--- config.mk ---
export PLATFORM = sky130hd
export DESIGN_NAME = rd_trunc_sched
export DESIGN_NICKNAME = d
export VERILOG_FILES = /design/src/rtl/rts_pkg.sv /design/src/rtl/rts_read_track.sv /design/src/rtl/rts_plan.sv /design/src/rtl/rts_issue.sv /design/src/rtl/rd_trunc_sched.sv
export SDC_FILE = /design/constraint.sdc
export NUM_CORES = 1
export LEC_CHECK = 0
export BUFFER_PORTS_ARGS = -buffer_cell sky130_fd_sc_hd__buf_2
export CAP_MARGIN = 15
export CORE_MARGIN = 2
export CORE_UTILIZATION = 41
export DETAILED_ROUTE_END_ITERATION = 8
export HOLD_SLACK_MARGIN = 0.02
export PLACE_DENSITY_LB_ADDON = 0.05
export SLEW_MARGIN = 40
export SYNTH_ARGS = -nofsm -noshare
export SYNTH_HDL_FRONTEND = slang
export SYNTH_SLANG_ARGS = --single-unit
--- constraint.sdc ---
create_clock -name clk -period 5.9 [get_ports clk]
set_input_delay 0 -clock clk [delete_from_list [all_inputs] [get_ports clk]]
set_output_delay 0 -clock clk [all_outputs]
set_load 0.05 [all_outputs]
--- src/rtl/rts_pkg.sv ---
package rts_pkg;
  typedef enum logic [3:0] {
    CMD_NOP   = 4'b0111,
    CMD_READ  = 4'b0101,
    CMD_WRITE = 4'b0100,
    CMD_PRE   = 4'b0010,
    CMD_BST   = 4'b0110
  } sdr_cmd_e;

  localparam logic [1:0] KIND_WRITE = 2'd0;
  localparam logic [1:0] KIND_PRE   = 2'd1;
  localparam logic [1:0] KIND_BST   = 2'd2;
endpackage

--- src/rtl/rts_read_track.sv ---
module rts_read_track
  import rts_pkg::*;
#(
  parameter int BEAT_W = 9,
  parameter int BANK_W = 2,
  parameter int CNT_W  = 12
) (
  input  logic              clk,
  input  logic              rst_n,
  input  logic              start,
  input  logic [BANK_W-1:0] bank_in,
  input  logic [1:0]        len_code,
  input  logic              full_page,
  input  logic              autopre,
  input  logic [1:0]        cas_lat,
  input  logic              hold,
  input  logic              done,
  output logic              act,
  output logic [CNT_W-1:0]  cnt,
  output logic [BANK_W-1:0] bank_r,
  output logic              fp_r,
  output logic              ap_r,
  output logic [BEAT_W-1:0] last_r
);
  localparam int SW = CNT_W + 1;

  logic [SW-1:0] end_at;
  logic          nat_end;

  // offset of the final beat of a fixed burst
  assign end_at  = SW'(cas_lat) + SW'(last_r);
  assign nat_end = act && !fp_r && (SW'(cnt) == end_at);

  always_ff @(posedge clk) begin
    if (!rst_n) begin
      act    <= 1'b0;
      cnt    <= '0;
      bank_r <= '0;
      fp_r   <= 1'b0;
      ap_r   <= 1'b0;
      last_r <= '0;
    end else if (start) begin
      act    <= 1'b1;
      cnt    <= CNT_W'(1);
      bank_r <= bank_in;
      fp_r   <= full_page;
      ap_r   <= autopre;
      last_r <= BEAT_W'((1 << len_code) - 1);
    end else begin
      if ((act || hold) && (cnt != '1)) cnt <= cnt + 1'b1;
      if (done || nat_end) act <= 1'b0;
    end
  end
endmodule

--- src/rtl/rts_plan.sv ---
module rts_plan
  import rts_pkg::*;
#(
  parameter int BEAT_W = 9,
  parameter int CNT_W  = 12
) (
  input  logic              start,
  input  logic              act,
  input  logic [CNT_W-1:0]  cnt,
  input  logic              fp,
  input  logic              ap,
  input  logic [BEAT_W-1:0] last_idx,
  input  logic [1:0]        cas_lat,
  input  logic              nop_gap,
  input  logic [1:0]        kind,
  input  logic [BEAT_W-1:0] req_last,
  output logic              ok,
  output logic              late,
  output logic              rej,
  output logic              is_wr,
  output logic [CNT_W:0]    dqm_at,
  output logic [CNT_W:0]    cmd_at
);
  localparam int SW = CNT_W + 1;

  logic [BEAT_W-1:0] le;
  logic [SW-1:0]     now;
  logic              in_time;

  always_comb begin
    le = (fp || (req_last <= last_idx)) ? req_last : last_idx;
    now = SW'(cnt);
    is_wr = (kind == KIND_WRITE);
    if (is_wr) begin
      dqm_at  = SW'(cas_lat) + SW'(le);
      cmd_at  = dqm_at + SW'(1) + SW'(nop_gap);
      in_time = dqm_at > (now + SW'(1));
    end else begin
      dqm_at  = '0;
      cmd_at  = SW'(le) + SW'(1);
      in_time = cmd_at > now;
    end
    rej  = start || !act || (kind == 2'd3) || (!is_wr && ap && !fp);
    late = !rej && !in_time;
    ok   = !rej && in_time;
  end
endmodule

--- src/rtl/rts_issue.sv ---
module rts_issue
  import rts_pkg::*;
#(
  parameter int CNT_W = 12,
  parameter int TRP   = 3
) (
  input  logic             clk,
  input  logic             rst_n,
  input  logic             accept,
  input  logic             p_ok,
  input  logic             p_late,
  input  logic             p_rej,
  input  logic             p_wr,
  input  logic [1:0]       p_kind,
  input  logic [CNT_W:0]   p_dqm_at,
  input  logic [CNT_W:0]   p_cmd_at,
  input  logic [CNT_W-1:0] cnt,
  output logic             pend,
  output logic             issue_now,
  output sdr_cmd_e         issue_cmd,
  output logic             dqm,
  output logic             ready,
  output logic             late,
  output logic             rej
);
  localparam int SW    = CNT_W + 1;
  localparam int TRP_W = $clog2(TRP + 1);

  logic [SW-1:0]    dqm_at, cmd_at;
  logic             wr_r;
  logic [TRP_W-1:0] trp_cnt;
  logic [SW-1:0]    now;

  assign now       = SW'(cnt);
  assign issue_now = pend && (now == cmd_at);
  assign dqm       = pend && wr_r && ((now + SW'(1)) >= dqm_at) && (now < cmd_at);
  assign ready     = !pend && (trp_cnt == '0);

  always_ff @(posedge clk) begin
    if (!rst_n) begin
      pend      <= 1'b0;
      wr_r      <= 1'b0;
      dqm_at    <= '0;
      cmd_at    <= '0;
      issue_cmd <= CMD_NOP;
      trp_cnt   <= '0;
      late      <= 1'b0;
      rej       <= 1'b0;
    end else begin
      late <= accept && p_late;
      rej  <= accept && p_rej;
      if (trp_cnt != '0) trp_cnt <= trp_cnt - 1'b1;
      if (accept && p_ok) begin
        pend   <= 1'b1;
        wr_r   <= p_wr;
        dqm_at <= p_dqm_at;
        cmd_at <= p_cmd_at;
        case (p_kind)
          KIND_WRITE: issue_cmd <= CMD_WRITE;
          KIND_PRE:   issue_cmd <= CMD_PRE;
          default:    issue_cmd <= CMD_BST;
        endcase
      end else if (issue_now) begin
        pend <= 1'b0;
        if (issue_cmd == CMD_PRE) trp_cnt <= TRP_W'(TRP - 1);
      end
    end
  end
endmodule

--- src/rtl/rd_trunc_sched.sv ---
module rd_trunc_sched
  import rts_pkg::*;
#(
  parameter int BEAT_W = 9,
  parameter int BANK_W = 2,
  parameter int TRP    = 3
) (
  input  logic              clk,
  input  logic              rst_n,
  input  logic [1:0]        cas_lat,
  input  logic              nop_gap,
  input  logic              rd_start,
  input  logic [BANK_W-1:0] rd_bank,
  input  logic [1:0]        rd_len_code,
  input  logic              rd_full_page,
  input  logic              rd_autopre,
  input  logic              req_valid,
  output logic              req_ready,
  input  logic [1:0]        req_kind,
  input  logic [BEAT_W-1:0] req_last,
  output logic [3:0]        cmd,
  output logic [BANK_W-1:0] cmd_bank,
  output logic              dqm,
  output logic              late,
  output logic              rej
);
  localparam int CNT_W = BEAT_W + 3;

  logic              start, accept, act, fp_r, ap_r, pend, issue_now;
  logic [CNT_W-1:0]  cnt;
  logic [BANK_W-1:0] bank_r;
  logic [BEAT_W-1:0] last_r;
  logic              p_ok, p_late, p_rej, p_wr;
  logic [CNT_W:0]    p_dqm_at, p_cmd_at;
  sdr_cmd_e          issue_cmd;

  assign start  = rd_start && req_ready;
  assign accept = req_valid && req_ready;

  rts_read_track #(.BEAT_W(BEAT_W), .BANK_W(BANK_W), .CNT_W(CNT_W)) u_track (
    .clk(clk), .rst_n(rst_n), .start(start), .bank_in(rd_bank),
    .len_code(rd_len_code), .full_page(rd_full_page), .autopre(rd_autopre),
    .cas_lat(cas_lat), .hold(pend), .done(issue_now), .act(act), .cnt(cnt),
    .bank_r(bank_r), .fp_r(fp_r), .ap_r(ap_r), .last_r(last_r)
  );

  rts_plan #(.BEAT_W(BEAT_W), .CNT_W(CNT_W)) u_plan (
    .start(start), .act(act), .cnt(cnt), .fp(fp_r), .ap(ap_r),
    .last_idx(last_r), .cas_lat(cas_lat), .nop_gap(nop_gap), .kind(req_kind),
    .req_last(req_last), .ok(p_ok), .late(p_late), .rej(p_rej), .is_wr(p_wr),
    .dqm_at(p_dqm_at), .cmd_at(p_cmd_at)
  );

  rts_issue #(.CNT_W(CNT_W), .TRP(TRP)) u_issue (
    .clk(clk), .rst_n(rst_n), .accept(accept), .p_ok(p_ok), .p_late(p_late),
    .p_rej(p_rej), .p_wr(p_wr), .p_kind(req_kind), .p_dqm_at(p_dqm_at),
    .p_cmd_at(p_cmd_at), .cnt(cnt), .pend(pend), .issue_now(issue_now),
    .issue_cmd(issue_cmd), .dqm(dqm), .ready(req_ready), .late(late), .rej(rej)
  );

  always_comb begin
    cmd      = CMD_NOP;
    cmd_bank = '0;
    if (start) begin
      cmd      = CMD_READ;
      cmd_bank = rd_bank;
    end else if (issue_now) begin
      cmd      = issue_cmd;
      cmd_bank = bank_r;
    end
  end
endmodule

# Word level (Yosys, flattened, before mapping)
# Cells that the tools add are included.
[op_classes]
shifts = 1
bitwise_logic = 1
mux = 19
n_lt_le_gt_ge = 5
reduce_logical = 36
eq_ne = 6
addsub = 9
[ops]
columns = ["cell", "count"]
rows = [
  ["13-bit two-way mux", 2],
  ["2-bit by 9-bit adder with 10-bit output", 2],
  ["1-bit logical AND", 17],
  ["12-bit by 1-bit adder with 13-bit output, second input constant", 1],
  ["13-bit by 1-bit adder with 13-bit output", 1],
  ["13-bit by 1-bit adder with 13-bit output, second input constant", 1],
  ["12-bit by 13-bit equality test with 1-bit output", 1],
  ["13-bit greater-or-equal comparator", 1],
  ["13-bit greater-than comparator", 1],
  ["12-bit by 13-bit less-than comparator with 1-bit output", 1],
  ["12-bit by 1-bit adder with 12-bit output, second input constant", 1],
  ["12-bit by 10-bit equality test with 1-bit output", 1],
  ["10-bit by 12-bit greater-than comparator with 1-bit output", 1],
  ["2-bit two-way mux", 6],
  ["12-bit != test, second input constant", 1],
  ["9-bit by 1-bit adder with 10-bit output, second input constant", 1],
  ["9-bit <= comparator", 1],
  ["9-bit two-way mux", 1],
  ["1-bit by 2-bit left shift with 9-bit output, first input constant", 1],
  ["9-bit by 2-bit subtractor with 9-bit output, second input constant", 1],
  ["4-bit two-way mux", 2],
  ["2-bit nonzero test", 4],
  ["1-bit two-way mux", 7],
  ["1-bit logical NOT", 6],
  ["9 further kinds", 15],
]
[totals]
ff_bits = 62
out_inout_bits = 10
inputBits = 24
wordCells = 92

# Longest topological paths before layout
# Gate-level depths: netlist of the first run.
[logic_depth]
depth_word = 10
depth_mapped = 28
depth_no_buf = 22

# Modules after synthesis
# Synthesis of the first run repeated with hierarchy kept, for this count alone.
[unflattened]
hier_cells = 723
hier_area_um2 = 5631.7
[by_module_without_submodules]
columns = ["module", "area_each_um2", "n_inst", "seq_area_each_um2", "cells_per_inst"]
rows = [
  ["rts_plan", 2234.6, 1, 0.0, 315],
  ["rts_issue", 2065.7, 1, 700.7, 258],
  ["rts_read_track", 1256.2, 1, 460.4, 136],
  ["rd_trunc_sched", 75.1, 1, 0.0, 14],
]

# Worst setup path before layout of the first run
# Ideal clock, no wire load.
[synth_timing]
path_kind = "flip-flop to flip-flop"
startpoint = "register u_track.last_r[2]"
endpoint = "register u_issue.dqm_at[9]"
arrival_time_ps = 5052
t_required_ps = 5785
n_path_buf = 4
stages_incl_launch_ff = 26
setup_ps = 115
setup_slack_ps = 733
period_less_slack_ps = 5167
path_cell_list = "dfxtp_1 > clkbuf_1 > inv_1 > ha_1 > a211o_1 > a221o_1 > o211ai_4 > buf_6 > mux2_2 > ha_1 > inv_1 > fa_1 > clkbuf_1 > nand2_1 > a21o_1 > nand2_1 > inv_1 > ha_1 > and4_1 > nand4_1 > o21ai_0 > a211oi_1 > o21a_1 > buf_2 > nor2_1 > o21a_1"
[synth_between]
elab_chain_len = 8
word_cells_on_any_way = 11
cone_classes = "add/sub (2); order compare (3); mux (3); reduce/logical (3)"
[synth_lines]
columns = ["element", "line_no", "source"]
rows = [
  ["from (decl)", "rts_read_track.sv:23", "output logic [BEAT_W-1:0] last_r"],
  ["from (signal assigned)", "rts_read_track.sv:48", "last_r <= BEAT_W'((1 << len_code) - 1);"],
  ["9-bit <= comparator", "rts_plan.sv:31", "le = (fp || (req_last <= last_idx)) ? req_last : last_idx;"],
  ["1-bit logical OR", "rts_plan.sv:31", ""],
  ["9-bit two-way mux *", "rts_plan.sv:31", ""],
  ["2-bit by 9-bit adder with 10-bit output / 9-bit by 1-bit adder with 10-bit output (equally long branches)", "rts_plan.sv:35, rts_plan.sv:40", ""],
  ["13-bit greater-than comparator / 10-bit by 12-bit greater-than comparator with 1-bit output (equally long branches)", "rts_plan.sv:37, rts_plan.sv:41", ""],
  ["1-bit two-way mux", "rts_plan.sv:34", "if (is_wr) begin"],
  ["1-bit logical AND", "rts_plan.sv:45", "ok = !rej && in_time;"],
  ["1-bit logical AND", "rts_issue.sv:53", "if (accept && p_ok) begin"],
  ["to (signal assigned)", "rts_issue.sv:56", "dqm_at <= p_dqm_at;"],
  ["to (decl)", "rts_issue.sv:29", "logic [SW-1:0] dqm_at, cmd_at;"],
]
# Mark *: on every way between the ends. The rest lies on a longest branch, timed or not.
# A chain may end at the register's enable or synchronous reset.

# Worst setup path after layout of the first run
[layout_timing]
startpoint = "register u_track.last_r[2]"
endpoint = "register u_issue.cmd_at[4]"
[layout_between]
elab_chain_len = 8
word_cells_on_any_way = 13
cone_classes = "add/sub (4); order compare (3); mux (3); reduce/logical (3)"
[layout_lines]
columns = ["element", "line_no", "source"]
rows = [
  ["9-bit <= comparator", "rts_plan.sv:31", ""],
  ["1-bit logical OR", "rts_plan.sv:31", ""],
  ["9-bit two-way mux *", "rts_plan.sv:31", ""],
  ["parallel branches: the longest is 5 deep, another holds 13-bit by 1-bit adder with 13-bit output", "--", ""],
  ["to (signal assigned)", "rts_issue.sv:57", "cmd_at <= p_cmd_at;"],
  ["to (decl)", "rts_issue.sv:29", ""],
]
# Every way passes the cells marked *.

==> results of run 1 <==
[worst max-delay path, cell delays in order (launching register included)]
cell      delay (ns)
dfxtp_1         0.31
inv_1           0.19
ha_1            0.29
a211o_1         0.27
a221o_1         0.33
o211ai_4        0.19
mux2_2          0.24
ha_1            0.21
inv_1           0.06
fa_1            0.59
nor3_1          0.32
xnor2_1         0.12
a21oi_2         0.30
ha_1            0.31
and4_1          0.17
nand4_1         0.09
o21ai_0         0.11
a211oi_1        0.30
o21a_1          0.29
and2_1          0.27
o21ai_0         0.16
a31oi_1         0.19
[cell type report]
type / count / area, um^2 / share of cell area, %
Multi-Input combinational cell: 478 / 3190 / 62.6
Tap cell: 140 / 175 / 3.44
Clock inverter: 2 / 13.8 / 0.270
Inverter: 60 / 226 / 4.44
Sequential cell: 53 / 1060 / 20.8
Timing Repair Buffer: 48 / 303 / 5.94
Clock buffer: 6 / 129 / 2.53
[flip-flops by register name, indices dropped and copies added, names as in the netlist, 2 cells and up]
register / count
u_track.bank_r: 2
u_track.last_r: 6
u_issue.trp_cnt: 2
u_track.cnt: 12
u_issue.cmd_at: 11
u_issue.dqm_at: 10
u_issue.issue_cmd: 3
[layer usage]
metal,GRT usage (%),wire (um)
met3,3.35,500
met4,8.75,384
met5,0,0
met2,41.2,6570
met1,33.2,6690
[power by group through the flow]
| stage | Clock [mW] | Combinational, mW | Sequential, mW |
|---|---|---|---|
| CTS | 0.313 | 0.351 | 0.377 |
| floorplan | 0 | 0.255 | 0.383 |
| detailed placement | 0 | 0.344 | 0.385 |
| finish | 0.305 | 0.352 | 0.376 |
| global placement | 0 | 0.339 | 0.385 |
| global route | 0.325 | 0.398 | 0.378 |
[cells in the final DEF, fill, tap and decap left out, types with 6 or more instances in the layout]
master	count
nand2_1	67
inv_1	59
ha_1	58
dfxtp_1	53
nor2_1	52
a21oi_1	50
buf_2	32
nand3_1	29
o21ai_0	27
xnor2_1	23
nor3_1	18
nand4_1	11
xor2_1	10
nor4_1	10
nand2b_1	9
dlygate4sd3_1	9
a31oi_1	8
a21o_1	7
o21a_1	7
buf_4	7
a21oi_2	6
[cell families after synthesis]
| kind of cell | Yosys count | synth area share, % |
|---|---|---|
| mux | 5 | 1.16 |
| flops | 53 | 23.0 |
| other cells | 1 | 0.0811 |
| buf+inv | 89 | 8.01 |
| fa+ha+maj | 61 | 16.8 |
| simple gates | 236 | 25.2 |
| compound gates | 142 | 19.5 |
| xor+xnor | 33 | 6.25 |
[worst max path at each step]
stage	startpoint	end	depth (start not counted)
2_1_floorplan	u_track.last_r[2]$_SDFFE_PN0P_	u_issue.dqm_at[9]$_SDFFE_PN0P_	25
3_3_place_gp	u_track.last_r[2]$_SDFFE_PN0P_	u_issue.cmd_at[4]$_SDFFE_PN0P_	21
3_5_place_dp	u_track.last_r[1]$_SDFFE_PN0P_	u_issue.cmd_at[4]$_SDFFE_PN0P_	21
4_1_cts	u_track.last_r[1]$_SDFFE_PN0P_	u_issue.cmd_at[4]$_SDFFE_PN0P_	21
5_1_grt	u_track.last_r[1]$_SDFFE_PN0P_	u_issue.cmd_at[6]$_SDFFE_PN0P_	22
6_report	u_track.last_r[2]$_SDFFE_PN0P_	u_issue.cmd_at[4]$_SDFFE_PN0P_	21
[metrics by stage]
step | hold WS (ns) | area [um^2] | cells | utilization (%) | setup WS [ns]
floorplan | 0.136 | 4620 | 620 | - | 0.733
global placement | 0.243 | 4860 | 770 | 44.5 | 0.616
detailed placement | 0.250 | 4870 | 770 | 44.5 | 0.579
CTS | 0.0871 | 5100 | 787 | 46.6 | 0.533
global route | 0.107 | 5100 | 787 | 46.6 | 0.0651
finish | 0.0958 | 5100 | 787 | 46.6 | 0.483
==> results.json, run 1 <==
{
  "run_status": "completed",
  "min_path_cells": 3,
  "max_freq_mhz": 185,
  "synth_top_area_share_pct": 23.0,
  "hpwl_mm": 11.3,
  "ys_ff_latch": 53,
  "async_reset_ff_share_pct": 0,
  "worstSetupPathType": "reg2reg",
  "critPathCaptureType": "flop",
  "holdCritStartpoint": "req_kind[0]",
  "clk_latency_ns": 0.31,
  "portBuffers": 32,
  "hold_end": "u_issue.issue_cmd[2]$_SDFFE_PN1P_",
  "syn_area_um2": 4620,
  "io_pins": 34,
  "p_seq_share_pct": 36.4,
  "vias": 4409,
  "grt_pass1_wl_mm": 22.8,
  "synth-edff-count": 0,
  "ys_warn_count": 0,
  "cts-htree-levels": 2,
  "yosysSeqAreaShare_pct": 23.0,
  "root_buffer": "clkbuf_16",
  "die_h_um": 110,
  "wl_per_cell_um": 18.0,
  "areaGrowthSynthToFinish_pct": 10.3,
  "rr_endpoint": "u_issue.cmd_at[4]$_SDFFE_PN0P_",
  "grt_usage_pct": 24.9,
  "rr_worst_depth": 21,
  "leakagePower_nw": 2.00,
  "cts_tree": "yes",
  "clock-sinks": 53,
  "synth_ff_type": "dfxtp_1",
  "cts_buffers": 5,
  "pwr-share-clk_pct": 29.5,
  "internal-power_mw": 0.656,
  "slew_viol_final": 0,
  "diodes": 0,
  "syn_avg_cell_area_um2": 7.45,
  "final-hold-violation-count": 0,
  "switching_share_pct": 36.5,
  "die_w_um": 110,
  "antenna_found_initial": 0,
  "die_area_um2": 12100,
  "synth.largest_area_cell": "dfxtp_1",
  "wl_mm": 14.1,
  "yosys-top-cells-count": "67 x nand2_1, 59 x inv_1, 58 x ha_1",
  "worstPathArrival_ns": 5.64,
  "vias_per_cell": 5.60,
  "drtIter0Drc": 246,
  "rows": 38,
  "yosysMostFrequentCell": "nand2_1",
  "synth_cells": 620,
  "final_antenna_net_count": 0,
  "vdd_drop_max_uv": 131,
  "fin_tns_setup_ns": 0,
  "path_max_fanout": 16,
  "cts_resized": 0,
  "drt_pass1_iterations": 4,
  "r2r_start": "u_track.last_r[2]$_SDFFE_PN0P_",
  "min_period_ns": 5.42,
  "ys_types": 64,
  "rsz0062_at_grt": "no",
  "power_density_nw_per_um2": 203,
  "drc": 0,
  "grt-ovfl-total": 0,
  "syn-num-nets": 704,
  "ys_top_cells_by_area": "dfxtp_1 23%, ha_1 16%, nand2_1 5.4%, a21oi_1 5.4%, inv_1 4.8%",
  "cts_hold_buffers": 9,
  "cts_buffer_depth": 2,
  "power.share.combinational_pct": 34.1,
  "drive_above_1_share_pct": 10.4,
  "power.total_mw": 1.03,
  "grt_pass1_vias": 4245,
  "grt_max_degree": 35,
  "fillers": 1172,
  "gp_congestion": 0.885,
  "hold_class": "in2reg",
  "power.switching_mw": 0.378,
  "final_nets": 730,
  "finClkSkew_ns": 0.00483,
  "period_share_pct": 91.8,
  "ff2ff_setup_slack_ns": 0.48,
  "slew_headroom_pct": 44.6,
  "setup_viol_count_final": 0,
  "clkTransAtPathRegs_ns": 0.07,
  "tightest_slew_ns": 0.823,
  "cp-start-kind": "flop",
  "start_util_pct": 42.3,
  "drv_cap": 0,
  "crit_required_ns": 6.12,
  "cts_setup_buffers": 0,
  "core_area_um2": 10900
}
(Power assumes the default switching activity.)
==> inputs of run 2 (changes only) <==
GPL_TIMING_DRIVEN = 0   (was unset)
==> run 2 against run 1 <==
Net effect: worst setup slack worse by 0.19 ns; hold slack got worse by 0.058 ns; fmax fell by 3.4%; cell count rose by 2.8%; clock power grew 4%; critical endpoint unchanged; largest power group unchanged.
==> results.json, run 2 (synthesized netlist as in run 1, its figures left out) <==
{
  "final_cell_mix": "66 x nand2_1, 58 x inv_1, 58 x ha_1, 52 x nor2_1, 52 x dfxtp_1",
  "die_h_um": 110,
  "rr_endpoint": "u_issue.cmd_at[4]$_SDFFE_PN0P_",
  "die_area_um2": 12100,
  "largest_reg_flops": 12,
  "slew_headroom_pct": 49.6,
  "holdCritStartpoint": "req_kind[1]",
  "grt_pass1_vias": 4246,
  "crit_path_top_delay_cell": "a2111oi_0",
  "antenna_found_initial": 0,
  "fin_tns_setup_ns": 0,
  "cp_cell_sequence": "inv_2 > ha_1 > and4b_1 > a221o_1 > o211ai_4 > buf_6 > buf_4 > nand2_1 > o21ai_2 > ha_1 > nand4_1 > xor2_1 > a21oi_1 > ha_1 > nand4_1 > nor3_1 > a2111oi_0 > a21boi_0 > o21a_2 > and2_2 > o21ai_0 > a31oi_1",
  "start_util_pct": 42.3,
  "post-route-util_pct": 48.0,
  "clk_latency_ns": 0.31,
  "r2r_start": "u_track.last_r[6]$_SDFFE_PN0P_",
  "rsz0062_at_grt": "no",
  "io_pins": 34,
  "holdWs_ns": 0.0380,
  "worstSetupPathType": "reg2reg",
  "drc": 0,
  "final_common_cell": "nand2_1",
  "cts_tree": "yes",
  "drtIter0Drc": 270,
  "dp_slack_ns": -0.558,
  "cts-htree-levels": 2,
  "period_share_pct": 95.0,
  "design_area_um2": 5240,
  "instances_no_fill": 809,
  "cts_buffer_depth": 2,
  "crit_required_ns": 6.12,
  "grt-ovfl-total": 0,
  "diodes": 0,
  "crit_family": "compound AO/OA/AOI/OAI gates",
  "drv_cap": 0,
  "vias": 4535,
  "areaGrowthSynthToFinish_pct": 13.5,
  "setup_viol_count_final": 0,
  "largest_register": "u_track.cnt",
  "final_nets": 752,
  "clkTransAtPathRegs_ns": 0.08,
  "setup_ws_ns": 0.293,
  "die_w_um": 110,
  "power.total_mw": 1.07,
  "placed_area_um2": 4960,
  "path_max_fanout": 10,
  "rr_worst_depth": 22,
  "dpl.cell_count": 791,
  "grt_pass1_wl_mm": 22.5,
  "top_regs": "u_track.cnt (12), u_issue.cmd_at (11), u_issue.dqm_at (10)",
  "min_period_ns": 5.61,
  "cts_buffers": 5,
  "root_buffer": "clkbuf_16",
  "portBuffers": 31,
  "grt_max_degree": 19,
  "rows": 38,
  "wl_mm": 14.6,
  "drive_above_1_share_pct": 12.9,
  "slowest_delay_ns": 0.50,
  "critPathCaptureType": "flop",
  "core_area_um2": 10900,
  "drt_pass1_iterations": 6,
  "gp_congestion": 0.961,
  "min_path_cells": 3,
  "vias_per_cell": 5.61,
  "hold_end": "u_issue.issue_cmd[2]$_SDFFE_PN1P_",
  "cp-start-kind": "flop",
  "final-hold-violation-count": 0,
  "tightest_slew_ns": 0.756,
  "power_density_nw_per_um2": 203,
  "wl_per_cell_um": 18.0,
  "final_antenna_net_count": 0,
  "clock-sinks": 53,
  "hpwl_mm": 11.8,
  "slew_viol_final": 0,
  "path_buf_inv": 3,
  "cp_common_cell": "ha_1",
  "hold_class": "in2reg",
  "ff2ff_setup_slack_ns": 0.29,
  "worstPathArrival_ns": 5.83,
  "leakagePower_nw": 2.05,
  "run_status": "completed",
  "max_freq_mhz": 178,
  "grt_usage_pct": 24.7,
  "finClkSkew_ns": 0.0119,
  "vdd_drop_max_uv": 126
}
==> run 2: changes by cell type in the layout (fill, tap and decap cells not counted), moves of 2 or more <==
cell	change
buf_2	+2
buf_6	+2
o21ai_0	-2
clkbuf_1	+15
dlygate4sd3_1	-2
clkinv_2	-2
buf_4	+3
==> run 2: worst max-delay path by stage <==
stage | startpoint | end | slack (ns) | depth (start not counted)
3_5_place_dp | u_track.last_r[2]$_SDFFE_PN0P_ | u_issue.cmd_at[4]$_SDFFE_PN0P_ | -0.56 | 25
3_3_place_gp | u_track.last_r[2]$_SDFFE_PN0P_ | u_issue.cmd_at[4]$_SDFFE_PN0P_ | -0.47 | 24
2_1_floorplan | u_track.last_r[2]$_SDFFE_PN0P_ | u_issue.dqm_at[9]$_SDFFE_PN0P_ | 0.73 | 25
6_report | u_track.last_r[6]$_SDFFE_PN0P_ | u_issue.cmd_at[4]$_SDFFE_PN0P_ | 0.29 | 22
5_1_grt | u_track.last_r[6]$_SDFFE_PN0P_ | u_issue.dqm_at[1]$_SDFFE_PN0P_ | 0.03 | 27
4_1_cts | u_track.last_r[6]$_SDFFE_PN0P_ | u_issue.cmd_at[4]$_SDFFE_PN0P_ | -0.009 | 25
==> run 2: worst min-delay path, delay by kind of cell <==
kind            cells  cell delay, ns
compound gates      1            0.12
buf+inv             1            0.12
simple gates        1            0.06
==> run 2: what timing repair did <==
action                                  4_1_cts  5_1_grt
endpoints found under the hold margin         7        0
buffers inserted                              1        3
endpoints found under the setup margin       25       25
pin swaps                                     1        1
hold buffers                                  7        0
gates resized for setup                       7        9
==> run 2: metal layers <==
metal,track usage [%],vias to the layer above,share of wire (%)
li1,-,2266,-
met1,32.5,2142,47
met2,42.1,104,47
met3,2.70,23,3.9
met4,8.13,0,2.5
met5,0,-,0
==> run 2: power by group <==
part	internal [mW]	switching, mW
sequential	0.366	0.0116
clock	0.161	0.155
combinational	0.143	0.230
total	0.671	0.396
==> run 2: final cells by class <==
type | count | area, um^2
flip-flops and latches | 53 | 1060
clock buffers | 5 | 125
plain buffers | 28 | 148
well taps | 140 | 175
inverters | 60 | 225
multi-input cells | 478 | 3230
repair buffers | 42 | 255
clock inverters | 3 | 25.0
fillers | 1145 | 5690
==> inputs of run 3 (changes only) <==
PLACE_DENSITY = 0.58   (was unset)
PLACE_DENSITY_LB_ADDON = unset   (was 0.05)
==> run 3 against run 2 <==
Net effect: worst setup slack improved by 0.056 ns; critical path type unchanged; non-clock buffer count fell by 1; clock skew fell by 0.0019 ns.
==> results.json, run 3 (synthesized netlist as in run 1, its figures left out) <==
{
  "cts_tree": "yes",
  "portBuffers": 31,
  "rows": 38,
  "min_period_ns": 5.55,
  "vdd_drop_max_uv": 145,
  "cts_buffer_depth": 2,
  "path_max_fanout": 10,
  "crit_path_top_delay_cell": "dfxtp_4",
  "wl_per_cell_um": 17.4,
  "drive_above_1_share_pct": 12.6,
  "grt_max_degree": 18,
  "final-hold-violation-count": 0,
  "leakagePower_nw": 2.06,
  "core_area_um2": 10900,
  "drt_pass1_iterations": 5,
  "diodes": 0,
  "slew_headroom_pct": 49.7,
  "final_common_cell": "nand2_1",
  "max_freq_mhz": 180,
  "instances_no_fill": 808,
  "cp-start-kind": "flop",
  "clkTransAtPathRegs_ns": 0.08,
  "vias": 4500,
  "antenna_found_initial": 0,
  "drc": 0,
  "cts-htree-levels": 2,
  "root_buffer": "clkbuf_16",
  "io_pins": 34,
  "multiInputGateArea_um2": 3210,
  "final_nets": 751,
  "final_cell_mix": "65 x nand2_1, 58 x inv_1, 58 x ha_1, 52 x nor2_1, 51 x dfxtp_1",
  "run_status": "completed",
  "min_path_cells": 3,
  "hold_class": "in2reg",
  "fillers": 1147,
  "power_density_nw_per_um2": 208,
  "die_w_um": 110,
  "wl_mm": 14.1,
  "worstPathArrival_ns": 5.77,
  "die_h_um": 110,
  "top_regs": "u_track.cnt (12), u_issue.cmd_at (11), u_issue.dqm_at (10)",
  "largest_register": "u_track.cnt",
  "tightest_slew_ns": 0.747,
  "clock-sinks": 53,
  "critPathCaptureType": "flop",
  "setup_viol_count_final": 0,
  "final_antenna_net_count": 0,
  "grt_pass1_wl_mm": 22.5,
  "fin_tns_setup_ns": 0,
  "largest_reg_flops": 12,
  "vias_per_cell": 5.57,
  "drtIter0Drc": 289,
  "areaGrowthSynthToFinish_pct": 13.5,
  "die_area_um2": 12100,
  "slew_viol_final": 0,
  "cp_common_cell": "ha_1",
  "drv_cap": 0,
  "seq_area_um2": 1070,
  "grt_pass1_vias": 4282,
  "dpl.cell_count": 791,
  "slowest_delay_ns": 0.42,
  "grt_usage_pct": 24.3,
  "clk_latency_ns": 0.30,
  "start_util_pct": 42.3,
  "grt-ovfl-total": 0,
  "cts_buffers": 5,
  "worstSetupPathType": "reg2reg",
  "rr_worst_depth": 25,
  "finClkSkew_ns": 0.0100,
  "gp_congestion": 0.884,
  "period_share_pct": 94.1,
  "hpwl_mm": 11.4,
  "crit_required_ns": 6.12
}
==> run 3: layout make-up <==
| class | count | share of cell area, % |
|---|---|---|
| well taps | 140 | 3.34 |
| multi-input cells | 478 | 61.2 |
| inverters | 60 | 4.29 |
| clock inverters | 3 | 0.835 |
| plain buffers | 28 | 2.89 |
| repair buffers | 41 | 4.72 |
| clock buffers | 5 | 2.38 |
| flip-flops and latches | 53 | 20.3 |
==> run 3: final timing paths <==
check                                                     from                           endpoint  slack (ns)
worst min-delay path                               req_kind[1]  u_issue.issue_cmd[2]$_SDFFE_PN1P_        0.02
worst min register to register  u_issue.dqm_at[3]$_SDFFE_PN0P_     u_issue.dqm_at[3]$_SDFFE_PN0P_        0.45
worst max register to register  u_track.last_r[2]$_SDFFE_PN0P_     u_issue.dqm_at[0]$_SDFFE_PN0P_        0.35
worst max-delay path            u_track.last_r[2]$_SDFFE_PN0P_     u_issue.dqm_at[0]$_SDFFE_PN0P_        0.35
==> run 3: per-stage QoR <==
stage	total power, mW	cell area [um^2]	hold WS (ns)	setup slack (ns)	util [%]
3_5_place_dp	0.735	4950	0.251	-0.438	45.3
4_1_cts	1.08	5190	0.0264	0.0329	47.5
6_report	1.09	5250	0.0248	0.349	48.0
3_3_place_gp	0.728	4950	0.244	-0.387	45.3
5_1_grt	1.16	5250	0.0412	-0.0107	48.0
2_1_floorplan	0.638	4620	0.136	0.733	-
==> run 3: layer usage <==
layer	up-vias	part of all wire (%)	track usage, %
li1	2269	-	-
met1	2100	47	33.3
met2	118	47	41.4
met3	13	4.4	2.35
met4	0	1.2	5.00
met5	-	0	0
==> run 3: what timing repair did <==
item / in CTS / in global routing
hold buffers: 7 / 0
endpoints found under the hold margin: 7 / 0
gates resized for setup: 4 / 15
cloned: 0 / 0
setup buffers: 0 / 3
setup endpoints to repair: 25 / 25
pin swaps: 0 / 1
==> run 3: worst max-delay path, delay by kind of cell (launching register included) <==
family,cells,cell delay (ns)
AO/OA/AOI/OAI,5,1.25
adder cells (fa/ha/maj),4,1.12
buffers and inverters,6,1.03
AND/OR/NAND/NOR,8,1.02
flip-flops,1,0.42
multiplexers,1,0.40
XOR/XNOR,1,0.24
==> run 3: power breakdown <==
part	total, mW	leakage (nW)	switching (mW)	internal [mW]
Sequential	0.378	0.431	0.0114	0.366
Clock	0.344	0.0842	0.142	0.201
Combinational	0.369	1.54	0.227	0.143
